[config.mk]
export PLATFORM = sky130hd
export DESIGN_NAME = vcnt_read_unit
export DESIGN_NICKNAME = d
export VERILOG_FILES = /design/src/rtl/vcnt_pkg.sv /design/src/rtl/vcnt_time_base.sv /design/src/rtl/vcnt_access_policy.sv /design/src/rtl/vcnt_resp_stage.sv /design/src/rtl/vcnt_read_unit.sv
export SDC_FILE = /design/constraint.sdc
export NUM_CORES = 1
export LEC_CHECK = 0
export BUFFER_PORTS_ARGS = -buffer_cell sky130_fd_sc_hd__buf_2
export CORE_MARGIN = 1
export CORE_UTILIZATION = 45
export DETAILED_ROUTE_END_ITERATION = 12
export PLACE_DENSITY_LB_ADDON = 0.2
export SLEW_MARGIN = 25
export SYNTH_ARGS = -nofsm -noshare
export SYNTH_HDL_FRONTEND = slang
export SYNTH_SLANG_ARGS = --single-unit
[constraint.sdc]
create_clock -name clk -period 9.5 [get_ports clk]
set_clock_uncertainty 0.2 [all_clocks]
set_input_delay 2.85 -clock clk [delete_from_list [all_inputs] [get_ports clk]]
set_output_delay 2.85 -clock clk [all_outputs]
set_load 0.005 [all_outputs]
[src/rtl/vcnt_pkg.sv]
package vcnt_pkg;
   typedef enum logic [1:0] {
      VK_DATA  = 2'd0,
      VK_TRAP  = 2'd1,
      VK_HYP   = 2'd2,
      VK_UNDEF = 2'd3
   } vcnt_kind_e;
endpackage

[src/rtl/vcnt_time_base.sv]
module vcnt_time_base #(
   parameter int CNT_W = 64
) (
   input  logic             clk,
   input  logic             rst_n,
   input  logic             cnt_en,
   input  logic             off_wr,
   input  logic [CNT_W-1:0] off_data,
   output logic [CNT_W-1:0] phys_q,
   output logic [CNT_W-1:0] off_q
);
   localparam logic [CNT_W-1:0] ONE = {{(CNT_W-1){1'b0}}, 1'b1};

   if (CNT_W < 2) begin : g_bad_width
      $error("vcnt_time_base: CNT_W too small");
   end

   always_ff @(posedge clk) begin
      if (!rst_n) begin
         phys_q <= '0;
         off_q  <= '0;
      end else begin
         if (cnt_en) phys_q <= phys_q + ONE;
         if (off_wr) off_q  <= off_data;
      end
   end

   AST_COUNT_STEP: assert property (@(posedge clk) disable iff (!rst_n)
      cnt_en |=> phys_q == $past(phys_q) + ONE);
   AST_COUNT_HOLD: assert property (@(posedge clk) disable iff (!rst_n)
      !cnt_en |=> $stable(phys_q));
endmodule

[src/rtl/vcnt_access_policy.sv]
module vcnt_access_policy
   import vcnt_pkg::*;
#(
   parameter int          SYN_W    = 8,
   parameter logic [7:0]  TRAP_SYN = 8'h04,
   parameter logic [7:0]  HYP_SYN  = 8'h00
) (
   input  logic             clk,
   input  logic             rst_n,
   input  logic [1:0]       level,
   input  logic             l1_narrow,
   input  logic             l2_narrow,
   input  logic             hyp_present,
   input  logic             hyp_enabled,
   input  logic             host_e2h,
   input  logic             trap_gen,
   input  logic             l1_en_wide,
   input  logic             l1_en_narrow,
   input  logic             l2_host_en,
   input  logic             l2_trap_lo,
   output vcnt_kind_e       kind,
   output logic [1:0]       target,
   output logic [SYN_W-1:0] syndrome,
   output logic             use_offset
);
   localparam logic [SYN_W-1:0] SYN_T = SYN_W'(TRAP_SYN);
   localparam logic [SYN_W-1:0] SYN_H = SYN_W'(HYP_SYN);

   if (SYN_W < 3) begin : g_bad_syn
      $error("vcnt_access_policy: SYN_W cannot hold the trap syndrome");
   end

   logic l2_on, l2_wide_on, l2_narrow_on, host_mode;

   assign l2_on        = hyp_present & hyp_enabled;
   assign l2_wide_on   = l2_on & ~l2_narrow;
   assign l2_narrow_on = l2_on &  l2_narrow;
   assign host_mode    = l2_wide_on & host_e2h & trap_gen;

   always_comb begin
      kind       = VK_DATA;
      target     = 2'd0;
      syndrome   = '0;
      use_offset = 1'b0;
      unique case (level)
         2'd0: begin
            if (!l1_narrow && !host_mode && !l1_en_wide) begin
               kind     = VK_TRAP;
               target   = (l2_wide_on && trap_gen) ? 2'd2 : 2'd1;
               syndrome = SYN_T;
            end else if (l1_narrow && !l1_en_narrow) begin
               if (l2_wide_on && trap_gen) begin
                  kind     = VK_TRAP;
                  target   = 2'd2;
                  syndrome = SYN_T;
               end else if (l2_narrow_on && trap_gen) begin
                  kind     = VK_HYP;
                  target   = 2'd2;
                  syndrome = SYN_H;
               end else begin
                  kind     = VK_UNDEF;
               end
            end else if (host_mode && !l2_host_en) begin
               kind     = VK_TRAP;
               target   = 2'd2;
               syndrome = SYN_T;
            end else if (l2_wide_on && !host_mode && l2_trap_lo) begin
               kind     = VK_TRAP;
               target   = 2'd2;
               syndrome = SYN_T;
            end else begin
               use_offset = hyp_present & ~host_mode;
            end
         end
         2'd1: begin
            if (l2_wide_on && l2_trap_lo) begin
               kind     = VK_TRAP;
               target   = 2'd2;
               syndrome = SYN_T;
            end else begin
               use_offset = hyp_present;
            end
         end
         2'd2: use_offset = 1'b1;
         default: use_offset = hyp_present;
      endcase
   end

   AST_HIGH_LEVELS_NO_FAULT: assert property (@(posedge clk) disable iff (!rst_n)
      level[1] |-> kind == VK_DATA);
   AST_UNDEF_ONLY_NARROW_L0: assert property (@(posedge clk) disable iff (!rst_n)
      kind == VK_UNDEF |-> (level == 2'd0 && l1_narrow));
   AST_HYP_TRAP_NEEDS_HYP: assert property (@(posedge clk) disable iff (!rst_n)
      kind == VK_HYP |-> (hyp_present && hyp_enabled && l2_narrow));
endmodule

[src/rtl/vcnt_resp_stage.sv]
module vcnt_resp_stage
   import vcnt_pkg::*;
#(
   parameter int CNT_W = 64,
   parameter int SYN_W = 8
) (
   input  logic             clk,
   input  logic             rst_n,
   input  logic             req_valid,
   output logic             req_ready,
   input  vcnt_kind_e       dec_kind,
   input  logic [1:0]       dec_target,
   input  logic [SYN_W-1:0] dec_syndrome,
   input  logic             dec_use_offset,
   input  logic [CNT_W-1:0] phys,
   input  logic [CNT_W-1:0] offset,
   output logic             resp_valid,
   input  logic             resp_ready,
   output logic [CNT_W-1:0] resp_data,
   output vcnt_kind_e       resp_kind,
   output logic [1:0]       resp_target,
   output logic [SYN_W-1:0] resp_syndrome
);
   logic             accept;
   logic [CNT_W-1:0] value_d;

   assign req_ready = ~resp_valid;
   assign accept    = req_valid & req_ready;

   always_comb begin
      if (dec_kind != VK_DATA)  value_d = '0;
      else if (dec_use_offset)  value_d = phys - offset;
      else                      value_d = phys;
   end

   always_ff @(posedge clk) begin
      if (!rst_n) begin
         resp_valid    <= 1'b0;
         resp_data     <= '0;
         resp_kind     <= VK_DATA;
         resp_target   <= 2'd0;
         resp_syndrome <= '0;
      end else if (accept) begin
         resp_valid    <= 1'b1;
         resp_data     <= value_d;
         resp_kind     <= dec_kind;
         resp_target   <= dec_target;
         resp_syndrome <= dec_syndrome;
      end else if (resp_ready) begin
         resp_valid    <= 1'b0;
      end
   end

   AST_ACCEPT_GIVES_RESP: assert property (@(posedge clk) disable iff (!rst_n)
      accept |=> resp_valid);
   AST_SINGLE_IN_FLIGHT: assert property (@(posedge clk) disable iff (!rst_n)
      resp_valid |-> !req_ready);
   AST_HOLD_UNTIL_TAKEN: assert property (@(posedge clk) disable iff (!rst_n)
      (resp_valid && !resp_ready) |=> (resp_valid && $stable(resp_data)
                                       && $stable(resp_kind)));
   AST_FAULT_ZERO_DATA: assert property (@(posedge clk) disable iff (!rst_n)
      (resp_valid && resp_kind != VK_DATA) |-> resp_data == '0);
endmodule

[src/rtl/vcnt_read_unit.sv]
module vcnt_read_unit
   import vcnt_pkg::*;
#(
   parameter int         CNT_W    = 64,
   parameter int         WORD_W   = 32,
   parameter int         SYN_W    = 8,
   parameter logic [7:0] TRAP_SYN = 8'h04,
   parameter logic [7:0] HYP_SYN  = 8'h00
) (
   input  logic              clk,
   input  logic              rst_n,
   input  logic              cnt_en,
   input  logic              off_wr,
   input  logic [CNT_W-1:0]  off_data,
   input  logic              req_valid,
   output logic              req_ready,
   input  logic [1:0]        req_level,
   input  logic              l1_narrow,
   input  logic              l2_narrow,
   input  logic              hyp_present,
   input  logic              hyp_enabled,
   input  logic              host_e2h,
   input  logic              trap_gen,
   input  logic              l1_en_wide,
   input  logic              l1_en_narrow,
   input  logic              l2_host_en,
   input  logic              l2_trap_lo,
   output logic              resp_valid,
   input  logic              resp_ready,
   output logic [WORD_W-1:0] resp_hi,
   output logic [WORD_W-1:0] resp_lo,
   output logic [1:0]        resp_kind,
   output logic [1:0]        resp_target,
   output logic [SYN_W-1:0]  resp_syndrome
);
   localparam int N_WORDS = CNT_W / WORD_W;

   if (N_WORDS != 2 || CNT_W % WORD_W != 0) begin : g_bad_split
      $error("vcnt_read_unit: CNT_W must be exactly two words");
   end

   logic [CNT_W-1:0] phys_q, off_q, data_q;
   vcnt_kind_e       dec_kind, kind_q;
   logic [1:0]       dec_target;
   logic [SYN_W-1:0] dec_syndrome;
   logic             dec_use_offset;
   logic [WORD_W-1:0] words [N_WORDS];

   vcnt_time_base #(.CNT_W(CNT_W)) i_time (
      .clk(clk), .rst_n(rst_n), .cnt_en(cnt_en), .off_wr(off_wr),
      .off_data(off_data), .phys_q(phys_q), .off_q(off_q)
   );

   vcnt_access_policy #(.SYN_W(SYN_W), .TRAP_SYN(TRAP_SYN), .HYP_SYN(HYP_SYN)) i_policy (
      .clk(clk), .rst_n(rst_n), .level(req_level),
      .l1_narrow(l1_narrow), .l2_narrow(l2_narrow),
      .hyp_present(hyp_present), .hyp_enabled(hyp_enabled),
      .host_e2h(host_e2h), .trap_gen(trap_gen),
      .l1_en_wide(l1_en_wide), .l1_en_narrow(l1_en_narrow),
      .l2_host_en(l2_host_en), .l2_trap_lo(l2_trap_lo),
      .kind(dec_kind), .target(dec_target), .syndrome(dec_syndrome),
      .use_offset(dec_use_offset)
   );

   vcnt_resp_stage #(.CNT_W(CNT_W), .SYN_W(SYN_W)) i_resp (
      .clk(clk), .rst_n(rst_n), .req_valid(req_valid), .req_ready(req_ready),
      .dec_kind(dec_kind), .dec_target(dec_target), .dec_syndrome(dec_syndrome),
      .dec_use_offset(dec_use_offset), .phys(phys_q), .offset(off_q),
      .resp_valid(resp_valid), .resp_ready(resp_ready), .resp_data(data_q),
      .resp_kind(kind_q), .resp_target(resp_target), .resp_syndrome(resp_syndrome)
   );

   for (genvar w = 0; w < N_WORDS; w++) begin : g_split
      assign words[w] = data_q[w*WORD_W +: WORD_W];
   end

   assign resp_lo   = words[0];
   assign resp_hi   = words[N_WORDS-1];
   assign resp_kind = kind_q;
endmodule

== Word-level counts from Yosys, hierarchy flattened ==
Cells that the tools add are included.

* Flip-flop bits (word level): 205
* Bits in latches: 0
* Memory bits (writable): 0
* Bits in read-only memories: 0
* Input bits: 82
* Output and inout bits: 78
* Word-level logic and storage cells: 72
* Memories: 0

* $add $sub $neg: 2
* Multipliers: 0
* Div/mod/pow operators: 0
* $lt $le $gt $ge: 0
* Equal/unequal tests: 2
* Shift-type cells: 0
* Muxes and demuxes: 34
* Bitwise logic cells: 10
* Reduce and logical (&&, ||, !) cells: 17

{| class="wikitable"
|+ Operators with widths
! cell !! number
|-
| 2-to-1 mux 64 bit || 2
|-
| adder 64 x 1 -> 64 bit (second input constant) || 1
|-
| subtractor 64 bit || 1
|-
| 2-to-1 mux 2 bit || 12
|-
| 2-to-1 mux 8 bit || 3
|-
| one-hot mux 8 bit (2 select lines) || 1
|-
| 2-to-1 mux 1 bit || 10
|-
| logical AND 1 bit || 9
|-
| 2-to-1 mux 3 bit || 3
|-
| one-hot mux 2 bit (2 select lines) || 2
|-
| AND 1 bit || 7
|-
| zero test 1 bit || 5
|-
| nonzero test 2 bit || 2
|-
| inverter 1 bit || 3
|-
| one-hot mux 1 bit (3 select lines) || 1
|-
| == test 2 x 1 -> 1 bit (second input constant) || 1
|-
| == test 2 bit (second input constant) || 1
|-
| zero test 2 bit || 1
|}

== Logic depth before layout (Yosys ltp) ==
Gate-level depths: netlist of the first run.

* Depth in word-level cells: 14
* Mapped depth: 14
* Mapped depth without buffers: 14

== By module ==
From an unflattened synthesis of the first run, not the netlist that was laid out.

* Cell total of the unflattened synthesis: 1,605
* Area total of the unflattened synthesis: 12,987.5 µm²

{| class="wikitable"
|+ By module, submodules not included
! module !! times used !! cells an instance !! area an instance (µm²) !! seq. area each (µm²)
|-
| vcnt_resp_stage || 1 || 990 || 7,363.3 || 1,541.5
|-
| vcnt_time_base || 1 || 578 || 5,370.2 || 2,562.5
|-
| vcnt_access_policy || 1 || 37 || 254.0 || 0.0
|}

== Worst setup path before layout of the first run ==
No wires, ideal clock.

* Path kind: in2reg
* Start point: in trap_gen
* End point: reg i_resp.resp_data[24]
* Library setup time: 0.117 ns
* Arrival: 4.719 ns
* Required time: 9.183 ns
* Slack: 4.464 ns
* Stages on the path: 13
* Buffers on the path: 3
* Path through: nand3_1 -> or2_1 -> nor2_2 -> o21ai_1 -> a221o_1 -> nand2_1 -> a21oi_1 -> buf_2 -> and2_1 -> buf_6 -> buf_6 -> a22o_1 -> a22o_1

* Word-level cells in the longest chain between the ends: 11
* Elaborated cells on any way between the ends: 26
* Classes of those cells: mux (14); bitwise (3); reduce/logical (9)

{| class="wikitable"
|+ Ends and longest elaborated chain
! element !! line !! RTL
|-
| from (decl) || vcnt_read_unit.sv:23 || <nowiki>input logic trap_gen,</nowiki>
|-
| AND 1 bit || vcnt_access_policy.sv:38 || <nowiki>assign host_mode = l2_wide_on & host_e2h & trap_gen;</nowiki>
|-
| zero test 1 bit || vcnt_access_policy.sv:47, vcnt_access_policy.sv:67 ||
|-
| logical AND 1 bit (2 in series) || vcnt_access_policy.sv:67 || <nowiki>end else if (l2_wide_on && !host_mode && l2_trap_lo) begin</nowiki>
|-
| 2-to-1 mux 1 bit || vcnt_access_policy.sv:67 ||
|-
| 2-to-1 mux 1 bit / 2-to-1 mux 2 bit (equally long branches) || vcnt_access_policy.sv:63 || <nowiki>end else if (host_mode && !l2_host_en) begin</nowiki>
|-
| 2-to-1 mux 1 bit / 2-to-1 mux 2 bit (equally long branches) || vcnt_access_policy.sv:51 || <nowiki>end else if (l1_narrow && !l1_en_narrow) begin</nowiki>
|-
| 2-to-1 mux 1 bit / 2-to-1 mux 2 bit (equally long branches) || vcnt_access_policy.sv:47 || <nowiki>if (!l1_narrow && !host_mode && !l1_en_wide) begin</nowiki>
|-
| one-hot mux 1 bit (3 select lines) / one-hot mux 2 bit (2 select lines) (equally long branches) || vcnt_access_policy.sv:45 || <nowiki>unique case (level)</nowiki>
|-
| 2-to-1 mux 64 bit / nonzero test 2 bit (equally long branches) || vcnt_resp_stage.sv:32, vcnt_resp_stage.sv:31 ||
|-
| 2-to-1 mux 64 bit (*) || vcnt_resp_stage.sv:31 || <nowiki>if (dec_kind != VK_DATA) value_d = '0;</nowiki>
|-
| to (signal assigned) || vcnt_resp_stage.sv:45 || <nowiki>resp_data <= value_d;</nowiki>
|-
| to (decl) || vcnt_resp_stage.sv:19 || <nowiki>output logic [CNT_W-1:0] resp_data,</nowiki>
|}

Mark *: on every way between the ends. The rest lies on a longest branch, timed or not.
A chain may end at the register's enable or synchronous reset.

== Worst setup path after layout of the first run ==
* Start point: in hyp_present
* End point: reg i_resp.resp_data[25]

* Word-level cells in the longest chain between the ends: 14
* Elaborated cells on any way between the ends: 33
* Classes of those cells: mux (16); bitwise (7); reduce/logical (10)

{| class="wikitable"
|+ Ends and longest elaborated chain
! element !! line !! RTL
|-
| from (decl) || vcnt_read_unit.sv:20 || <nowiki>input logic hyp_present,</nowiki>
|-
| AND 1 bit || vcnt_access_policy.sv:35 || <nowiki>assign l2_on = hyp_present & hyp_enabled;</nowiki>
|-
| AND 1 bit || vcnt_access_policy.sv:36 || <nowiki>assign l2_wide_on = l2_on & ~l2_narrow;</nowiki>
|-
| AND 1 bit (2 in series) || vcnt_access_policy.sv:38 ||
|-
| zero test 1 bit || vcnt_access_policy.sv:47, vcnt_access_policy.sv:67 ||
|-
| logical AND 1 bit (2 in series) || vcnt_access_policy.sv:67 ||
|-
| 2-to-1 mux 1 bit || vcnt_access_policy.sv:67 ||
|-
| 2-to-1 mux 1 bit / 2-to-1 mux 2 bit (equally long branches) || vcnt_access_policy.sv:63 ||
|-
| 2-to-1 mux 1 bit / 2-to-1 mux 2 bit (equally long branches) || vcnt_access_policy.sv:51 ||
|-
| 2-to-1 mux 1 bit / 2-to-1 mux 2 bit (equally long branches) || vcnt_access_policy.sv:47 ||
|-
| one-hot mux 1 bit (3 select lines) / one-hot mux 2 bit (2 select lines) (equally long branches) || vcnt_access_policy.sv:45 ||
|-
| 2-to-1 mux 64 bit / nonzero test 2 bit (equally long branches) || vcnt_resp_stage.sv:32, vcnt_resp_stage.sv:31 ||
|-
| 2-to-1 mux 64 bit (*) || vcnt_resp_stage.sv:31 ||
|}

Marks and branches as above.

==> out/results.ini, run 1 <==
[timing]
fin_crit_ps=5840
setup_tns_ps=0
setup_viol=0
period_share=0.615
slew_violations=0
finalHoldViolations=0
timing.fmax_mhz=171
relSlewSlack=0.390
tightest_slew_ps=912
rsz0062_at_grt=no

[setup_path]
crit_path_frequent_cell=nand2_1
crit_start=hyp_present
worstSetupPathType=primary input to register
crit_chain=buf_2 -> nand3_1 -> or2_1 -> nor2_2 -> a221o_1 -> nand2_1 -> a21oi_2 -> buf_4 -> and2_1 -> nand2_1 -> o221ai_1
slowest_stage=nand2_1
crit_arrival_ps=5980
r2r_start=i_time.phys_q[0]
worst_setup_path_end_kind=register
crit_family=simple AND/OR/NAND/NOR gates
crit_fanout=29
cp-start-kind=primary input
worst-path-buf-inv=2
cp.required_ps=9640
r2r_slack_ps=5410
max_stage_delay_ps=670

[hold_path]
holdCritPathClass=register to register
holdCritStartpoint=i_resp.resp_data[9]

[synthesis]
ys_seq_area_frac=0.323
synth_area_um2=12300
yosysUniqueCellTypes=82
yosysWarnings=0
synth_edf_count=0
synth_top_area_share=0.323
synth_area_leaders=dfxtp_1 (32%), ha_1 (6.5%), nor2b_1 (5.9%)
synthCells=1478
synth_seq_cells=198
synth_area_leader_cell=dfxtp_1
synthFlopType=dfxtp_1
synthArstFlopShare=0
syn_area_per_cell_um2=8.31

[place]
placed_cells=1909
dp_hpwl_um=24800
routabilityCongestion=0.931
numPortBuffers=152

[clocking]
cts_buffers=17
clk_path_buf_depth=2
postCtsSetupBuffers=0
clk-insertion-delay-late_ps=460
cts-root-buf=clkbuf_16
clock_sinks=198
path_clk_slew_ps=70
hold_buffers=0
cts_resized=0
cts_max_level=4
cts_tree=built

[global_routing]
antenna_found_initial=1
grt_pass1_vias=10300
overflow=0
grt_max_degree=102
grt_use_total=0.238
grt_pass1_wl_um=53000

[cells_and_area]
instances_no_fill=1941
drive_above_1_share=0.144
area_growth_pct=12.4
final_net_count=1734

[power]
ir_drop_uv=104
powerDensity_nw_per_um2=138
p_leak_nw=6.15

[die]
start_util=0.457
core_um2=26900
dieArea_um2=27900
io_pins=160
die_w_um=167
die_h_um=167
fp-row-count=60

[status]
status=completed

[routing]
wl_met1_um=15500
highest_layer=met4
final_antenna_net_count=0
wl_met2_um=15500
routed_via_density=5.49
drcViolationCount=0
wl_met3_um=1460
wl_um=33200
vias=10700
drt_iter0_drc=769
drtPass1Iterations=6
wl_per_cell_um=17.1

[flow_run]
max_cap_viol_count=0

Yosys cell counts, types with 28 or more instances:
master    instances
o21ai_0          80
nand3_1          28
a21o_1           29
nand2_1         138
a22oi_1          33
xor2_1           34
dfxtp_1         198
inv_1            89
nor2_1           56
and2_1           56
xnor2_1          79
a21oi_1          84
nor2b_1         116
ha_1             64
mux2i_1          67
clkbuf_1         56
report_power, final:
part / total, mW / switching [mW] / internal [mW]
registers: 0.894 / 0.0266 / 0.867
logic: 0.311 / 0.181 / 0.130
clock network: 0.707 / 0.355 / 0.351
logic make-up after synthesis:
kind of cell	Yosys count	synth area share
and+or+nand+nor	499	0.219
buffers and inverters	166	0.0554
DFF	198	0.323
muxes	67	0.0546
adders and majority gates	65	0.0669
AOI/OAI and AO/OA	369	0.200
other	1	0.000305
xor gates and xnor gates	113	0.0806
flip-flops by register name, indices dropped and copies added, names as in the netlist:
signal / flops
i_resp.resp_data: 64
i_time.off_q: 64
i_time.phys_q: 64
i_resp.resp_kind: 2
i_resp.resp_target: 2
i_resp.resp_syndrome: 1
i_resp.resp_valid: 1
path summary, 6_finish.rpt:
path	to	cells past startpoint
worst min-delay path	i_resp.resp_data[9]	2
worst min register to register	i_resp.resp_data[9]	2
worst max-delay path	i_resp.resp_data[25]	11
worst max register to register	i_resp.resp_data[62]	14
worst reg2reg max path, delay by kind of cell (launching register included):
kind,cells,cell delay [ps]
flip-flops,1,520
adder cells (fa/ha/maj),2,630
AND/OR/NAND/NOR,3,500
XOR/XNOR,1,170
buffers and inverters,1,80
AO/OA/AOI/OAI,7,1840
per-layer routing:
layer / track usage / vias up
met3: 0.0383 / 39
met1: 0.311 / 4990
li1: - / 5360
met4: 0.0782 / 0
met2: 0.400 / 262
met5: 0 / -
cell type report:
| class | instances | area [µm²] |
|---|---|---|
| fillers | 2628 | 13100 |
| multi-input cells | 1120 | 7680 |
| flip-flops and latches | 198 | 3960 |
| repair buffers | 161 | 833 |
| clock buffers | 18 | 439 |
| well taps | 341 | 427 |
| inverters | 89 | 334 |
| clock inverters | 13 | 118 |
| diodes | 1 | 2.50 |
cell usage in the layout (no fill, tap or decap), types with 5 or more instances in the layout:
cell / synthesis / final
o21ai_1: 27 / 27
nor2_1: 56 / 56
clkbuf_16: 0 / 17
a22oi_1: 33 / 33
o21ai_0: 80 / 80
o21bai_1: 12 / 12
o31ai_1: 5 / 5
a21oi_1: 84 / 83
xnor2_1: 79 / 79
a21o_1: 29 / 29
nand4_1: 27 / 27
a21boi_1: 6 / 6
conb_1: 1 / 7
buf_2: 7 / 150
a31oi_1: 9 / 9
nand2b_1: 11 / 11
a21boi_0: 5 / 5
inv_1: 89 / 89
o21a_1: 6 / 6
a222oi_1: 13 / 13
a22o_1: 15 / 15
nand3_1: 28 / 28
ha_1: 64 / 64
and2_1: 56 / 55
nor3_1: 10 / 10
mux2i_1: 67 / 67
dfxtp_1: 198 / 198
nand2_1: 138 / 137
xor2_1: 34 / 34
and3_1: 18 / 18
nor2b_1: 116 / 115
or3_1: 13 / 13
buf_4: 7 / 11
metrics by stage:
step           power [mW]  setup WS [ps]  hold slack, ps   util  area (µm²)
5_1_grt              2.00           3400             298  0.513       13800
2_1_floorplan        1.12           4460             249      -       12300
4_1_cts              1.93           3690             263  0.513       13800
6_report             1.91           3660             262  0.513       13800
3_3_place_gp         1.22           3360             242  0.492       13200
3_5_place_dp         1.22           3230             243  0.492       13200
(Power assumes the default switching activity.)
==> run 2: changes to the inputs <==
Clock period 9.5 ns to 4.85 ns, I/O delays scaled along.
==> run 2 against run 1 <==
Worst hold slack worse by 6.5 ps; register-to-register slack worse by 4600 ps; critical endpoint is now i_resp.resp_data[62]; sequential cell count unchanged; wire length grew 0.99%; sequential power up 96%; setup slack worse by 2900 ps; largest cell class unchanged; power is 100% higher; highest routed layer unchanged; cell count is 0.31% higher; final area is 0.80% higher; largest power group unchanged; utilization increased by 0.41 points.
==> out/results.ini, run 2 (synthesized netlist as in run 1, its figures left out) <==
[routing]
drcViolationCount=0  ; unchanged
vias=10700  ; about the same
drt_iter0_drc=823  ; was 769
final_antenna_net_count=0  ; unchanged
wl_per_cell_um=17.2  ; was 17.1 µm
routed_via_density=5.47  ; was 5.49
drtPass1Iterations=6  ; unchanged
wl_um=33600  ; was 33200 µm

[setup_path]
r2r_slack_ps=800  ; was 5410 ps
crit_arrival_ps=4170  ; was 5980 ps
crit_fanout=7  ; was 29
r2r_start=i_time.phys_q[0]  ; unchanged
cp-start-kind=register  ; was primary input
ff2ff_path_depth=14  ; unchanged
worstSetupPathType=register to register  ; was primary input to register
reg2reg_to=i_resp.resp_data[62]  ; unchanged
worst_setup_path_end_kind=register  ; unchanged
cp.required_ps=4970  ; was 9640 ps

[cells_and_area]
drive_above_1_share=0.147  ; was 0.144
stdcell_area_um2=13900  ; was 13800 µm²
nFillCells=2607  ; was 2628
area_growth_pct=13.3  ; was 12.4%
final_net_count=1740  ; was 1734
layout_commonest_cell=dfxtp_1  ; unchanged
instances_no_fill=1947  ; was 1941
antenna_cells=0  ; was 1
top_regs=i_resp.resp_data x64, i_time.off_q x64, i_time.phys_q x64  ; unchanged
layout_common_cells=dfxtp_1 (198), buf_2 (150), nand2_1 (137), nor2b_1 (116), inv_1 (89)  ; was dfxtp_1 (198), buf_2 (150), nand2_1 (137), nor2b_1 (115), inv_1 (89)

[timing]
rsz0062_at_grt=no  ; unchanged
timing.fmax_mhz=247
fin_crit_ps=4050
slew_violations=0  ; unchanged
relSlewSlack=0.454  ; was 0.390
tightest_slew_ps=818  ; was 912 ps
setup_tns_ps=0  ; unchanged
worst_hold_slack_ps=255  ; was 262 ps
setup_viol=0  ; unchanged
setup_ws_ps=800  ; was 3660 ps
finalHoldViolations=0  ; unchanged
period_share=0.835

[clocking]
postCtsSetupBuffers=0  ; unchanged
clk-insertion-delay-late_ps=450  ; was 460 ps
cts-root-buf=clkbuf_16  ; unchanged
cts_resized=0  ; unchanged
clk_path_buf_depth=2  ; unchanged
clock_sinks=198  ; unchanged
hold_buffers=0  ; unchanged
path_clk_slew_ps=70  ; about the same
cts_max_level=4  ; unchanged
cts_tree=built  ; unchanged
cts_buffers=17  ; unchanged

[place]
routabilityCongestion=0.910  ; was 0.931
numPortBuffers=152  ; unchanged
dp_hpwl_um=25100  ; was 24800 µm
placed_cells=1915  ; was 1909
placed_area_um2=13300  ; was 13200 µm²
place_ws_ps=558  ; was 3230 ps

[die]
die_w_um=167  ; unchanged
core_um2=26900  ; unchanged
fp-row-count=60  ; unchanged
dieArea_um2=27900  ; unchanged
start_util=0.457  ; unchanged
io_pins=160  ; unchanged
die_h_um=167  ; unchanged

[global_routing]
grt_use_total=0.238  ; about the same
grt_pass1_wl_um=53200  ; was 53000 µm
busiest_layer=met2  ; unchanged
antenna_found_initial=0  ; was 1
globalRouteMet3Util=0.0357  ; was 0.0383
overflow=0  ; unchanged
grt_pass1_vias=10100  ; was 10300
grt_max_degree=95  ; was 102
grt_use_met1=0.312  ; was 0.311
met2_usage=0.411  ; was 0.400

[power]
ir_drop_uv=206  ; was 104 µV
p_leak_nw=6.22  ; was 6.15 nW
powerDensity_nw_per_um2=279  ; was 138 nW/µm²

[flow_run]
max_cap_viol_count=0  ; unchanged

[hold_path]
whs_path_depth=2  ; unchanged
holdPathEnd=i_resp.resp_data[9]  ; unchanged
holdCritStartpoint=i_resp.resp_data[9]  ; unchanged
holdCritPathClass=register to register  ; unchanged

[status]
status=completed  ; unchanged

## run 2: changes by cell type in the layout (fill, tap and decap cells not counted), moves of 2 or more
cell,change
buf_4,+5
bufinv_16,+2
clkinvlp_4,-2
inv_6,+2
## run 2: worst max-delay path by stage
stage / to / slack, ps / from
floorplan: i_resp.resp_data[24] / 1210 / trap_gen
global placement: i_resp.resp_data[32] / 660 / hyp_present
detailed placement: i_resp.resp_data[32] / 560 / hyp_present
CTS: i_resp.resp_data[62] / 860 / i_time.phys_q[0]
global route: i_resp.resp_data[62] / 580 / i_time.phys_q[0]
finish: i_resp.resp_data[62] / 800 / i_time.phys_q[0]
## run 2: metrics by stage
| stage | total power, mW | utilization |
|---|---|---|
| after floorplan | 2.20 | - |
| after global placement | 2.39 | 0.494 |
| after detailed placement | 2.40 | 0.494 |
| after CTS | 3.91 | 0.517 |
| after global routing | 4.05 | 0.517 |
| final | 3.88 | 0.517 |
## run 2: layout make-up
type | instances | area, µm² | area share
timing repair buffer | 167 | 882 | 0.0634
sequential | 198 | 3960 | 0.285
clock buffer | 18 | 439 | 0.0316
inverter | 89 | 334 | 0.0240
multi-input combinational | 1120 | 7680 | 0.552
clock inverter | 14 | 180 | 0.0130
tap | 341 | 427 | 0.0307
## run 2: worst max-delay path: stages, from the launching register on
cell and delay (ps):
dfxtp_1 480, inv_1 90, ha_1 230, fa_1 400, nand2b_1 180, a21oi_1 210
o21ai_1 160, a31oi_2 370, a41oi_2 290, nor2_1 200, a221o_1 370, nand4_1 140
o31ai_1 370, xnor2_1 170, o21ai_1 70
## run 2: where the power goes
part           internal, mW  total (mW)  switching [mW]
combinational         0.258       0.615           0.357
clock                 0.802        1.52           0.716
sequential             1.70        1.75          0.0499
## run 2: layer usage
metal | wire [µm] | vias to the layer above
li1 | - | 5374
met1 | 15400 | 4958
met2 | 15900 | 282
met3 | 1570 | 41
met4 | 608 | 0
met5 | 0 | -
==> run 3: changes to the inputs <==
Settings changed: ABC_AREA set to 1.
Clock period 4.85 ns to 4 ns, I/O delays scaled along.
==> run 3 against run 2 <==
Die area up 19%; sequential share of layout area down 4.3 points; area after synthesis up 19%; via count up 51%; largest cell class unchanged.
==> out/results.ini, run 3 <==
[status]
status=completed  ; unchanged

[clocking]
cts_tree=built  ; unchanged
hold_buffers=0  ; unchanged
cts_resized=0  ; unchanged
cts-root-buf=clkbuf_16  ; unchanged
path_clk_slew_ps=80  ; was 70 ps
clock_sinks=198  ; unchanged
cts_buffers=17  ; unchanged
clk_path_buf_depth=2  ; unchanged
postCtsSetupBuffers=0  ; unchanged
clk-insertion-delay-late_ps=470  ; was 450 ps
cts_max_level=4  ; unchanged

[die]
dieArea_um2=33200  ; was 27900 µm²
io_pins=160  ; unchanged
start_util=0.460  ; was 0.457
fp-row-count=65  ; was 60
die_w_um=182  ; was 167 µm
core_um2=31800  ; was 26900 µm²
die_h_um=182  ; was 167 µm

[setup_path]
crit_arrival_ps=3350  ; was 4170 ps
cp.required_ps=4130  ; was 4970 ps
worstSetupPathType=register to register  ; unchanged
slowest_stage=dfxtp_1  ; unchanged
worst_setup_path_end_kind=register  ; unchanged
max_stage_delay_ps=450  ; was 480 ps
crit_fanout=6  ; was 7
crit_chain=inv_1 -> ha_1 -> fa_1 -> inv_1 -> nand3_1 -> nand2_1 -> nand2_1 -> nand2_1 -> nand3_1 -> nand3_1 -> nand2_1 -> nand3_1 -> nand3_1 -> nand2_1 -> a21oi_1  ; was inv_1 -> ha_1 -> fa_1 -> nand2b_1 -> a21oi_1 -> o21ai_1 -> a31oi_2 -> a41oi_2 -> nor2_1 -> a221o_1 -> nand4_1 -> o31ai_1 -> xnor2_1 -> o21ai_1
cp-start-kind=register  ; unchanged

[synthesis]
syn_area_per_cell_um2=5.81  ; was 8.31 µm²
synth_area_leaders=dfxtp_1 (27%), nand2_1 (20%), inv_1 (13%)  ; was dfxtp_1 (32%), ha_1 (6.5%), nor2b_1 (5.9%)
synth_area_um2=14600  ; was 12300 µm²
synthArstFlopShare=0  ; unchanged
synthFlopType=dfxtp_1  ; unchanged
ys_seq_area_frac=0.271  ; was 0.323
yosysUniqueCellTypes=41  ; was 82
synth_seq_cells=198  ; unchanged
yosysMostFrequentCell=nand2_1  ; was dfxtp_1
ys_top_cells_by_count=nand2_1 (785), inv_1 (504), a21oi_1 (261)  ; was dfxtp_1 (198), nand2_1 (138), nor2b_1 (116)
yosysWarnings=0  ; unchanged
synth_area_leader_cell=dfxtp_1  ; unchanged
synthCells=2520  ; was 1478
synth_top_area_share=0.271  ; was 0.323
synth_edf_count=0  ; unchanged

[cells_and_area]
top_regs=i_resp.resp_data x64, i_time.off_q x64, i_time.phys_q x64  ; unchanged
drive_above_1_share=0.0867  ; was 0.147
stdcell_area_um2=16400  ; was 13900 µm²
antenna_cells=0  ; unchanged
final_net_count=2787  ; was 1740
final_util=0.515  ; was 0.517
nFillCells=3453  ; was 2607
area_growth_pct=11.8  ; was 13.3%
layout_commonest_cell=nand2_1  ; was dfxtp_1
layout_common_cells=nand2_1 (783), inv_1 (504), a21oi_1 (261), dfxtp_1 (198), nor2_1 (183)  ; was dfxtp_1 (198), buf_2 (150), nand2_1 (137), nor2b_1 (116), inv_1 (89)

[power]
p_int_mw=3.40  ; was 2.76 mW
ir_drop_uv=311  ; was 206 µV
p_leak_nw=8.49  ; was 6.22 nW
switching_share=0.323  ; was 0.289
powerDensity_nw_per_um2=307  ; was 279 nW/µm²
seqPwrFrac=0.423  ; was 0.450
pwr-share-clk=0.387  ; was 0.391
power.total_mw=5.02  ; was 3.88 mW
power_frac_comb=0.191  ; was 0.159
switching_power_mw=1.62  ; was 1.12 mW

[routing]
wl_met3_um=4670  ; was 1570 µm
final_antenna_net_count=0  ; unchanged
routed_via_density=5.20  ; was 5.47
highest_layer=met4  ; unchanged
wl_met1_um=27100  ; was 15400 µm
drt_iter0_drc=1660  ; was 823
drcViolationCount=0  ; unchanged
vias=16100  ; was 10700
wl_um=56100  ; was 33600 µm
wl_met2_um=23000  ; was 15900 µm
wl_per_cell_um=18.2  ; was 17.2 µm
drtPass1Iterations=6  ; unchanged

[timing]
finalHoldViolations=0  ; unchanged
timing.fmax_mhz=310  ; was 247 MHz
fin_crit_ps=3220  ; was 4050 ps
rsz0062_at_grt=no  ; unchanged
slew_violations=0  ; unchanged
tightest_slew_ps=866  ; was 818 ps
relSlewSlack=0.423  ; was 0.454
period_share=0.806  ; was 0.835
setup_tns_ps=0  ; unchanged
setup_viol=0  ; unchanged

[place]
routabilityCongestion=1.11  ; was 0.910
numPortBuffers=152  ; unchanged
placed_area_um2=15700  ; was 13300 µm²
dp_hpwl_um=44800  ; was 25100 µm

[flow_run]
max_cap_viol_count=0  ; unchanged

[hold_path]
holdCritPathClass=register to register  ; unchanged

[global_routing]
grt_max_degree=127  ; was 95
overflow=0  ; unchanged
grt_use_total=0.337  ; was 0.238
grt_pass1_vias=14100  ; was 10100
grt_pass1_wl_um=84600  ; was 53200 µm
antenna_found_initial=0  ; unchanged

## run 3: cell types whose count changed after synthesis, sizes merged, moves of 90 or more
cell	change
nor2	+130
nand3	+90
nor2b	-116
a21oi	+179
inv	+419
nand2	+647
## run 3: worst paths after layout
check | startpoint | to | slack (ps) | cells after the start
worst max-delay path | i_time.phys_q[0] | i_resp.resp_data[54] | 780 | 15
worst min-delay path | i_resp.resp_data[40] | i_resp.resp_data[40] | 260 | 2
worst max register to register | i_time.phys_q[0] | i_resp.resp_data[54] | 780 | 15
worst min register to register | i_resp.resp_data[40] | i_resp.resp_data[40] | 260 | 2
## run 3: critical path, delay by kind of cell, from the launching register on
kind	cells	cell delay, ps
AOI/OAI and AO/OA	1	80
adders and majority gates	2	630
buffers and inverters	2	160
DFF	1	450
and+or+nand+nor	10	1570
## run 3: final cells by class
| cell class | instances | area, µm² | area share |
|---|---|---|---|
| multi-input combinational | 1750 | 8410 | 0.514 |
| sequential | 198 | 3960 | 0.242 |
| inverter | 509 | 1920 | 0.117 |
| timing repair buffer | 164 | 891 | 0.0544 |
| tap | 435 | 544 | 0.0333 |
| clock buffer | 17 | 425 | 0.0260 |
| clock inverter | 15 | 213 | 0.0130 |
## run 3: metrics by stage
stage / hold slack, ps / setup WS (ps) / instances
2_1_floorplan: 240 / 1250 / 2526
3_3_place_gp: 250 / 662 / 3056
3_5_place_dp: 254 / 597 / 3056
4_1_cts: 267 / 835 / 3088
5_1_grt: 288 / 593 / 3088
6_report: 264 / 776 / 3088
## run 3: power by group through the flow
stage	Clock, mW	Sequential (mW)	Combinational (mW)
after detailed placement	0	2.17	0.943
after CTS	1.95	2.12	0.948
after global placement	0	2.17	0.934
final	1.94	2.12	0.956
after global routing	2.03	2.13	1.06
after floorplan	0	2.17	0.632
## run 3: cells by family (layout without fill, tap and decap cells)
kind of cell | Yosys count | count (layout) | synth area share
AOI/OAI and AO/OA | 421 | 421 | 0.148
xor gates and xnor gates | 44 | 44 | 0.0263
adders and majority gates | 65 | 65 | 0.0561
buffers and inverters | 578 | 705 | 0.156
DFF | 198 | 198 | 0.271
other | 1 | 7 | 0.000256
and+or+nand+nor | 1213 | 1213 | 0.342
## run 3: per-layer routing
| metal | global-route usage | up-vias |
|---|---|---|
| met1 | 0.493 | 7254 |
| met2 | 0.504 | 677 |
| met3 | 0.0537 | 65 |
| met5 | 0 | - |
| met4 | 0.0982 | 0 |
| li1 | - | 8067 |
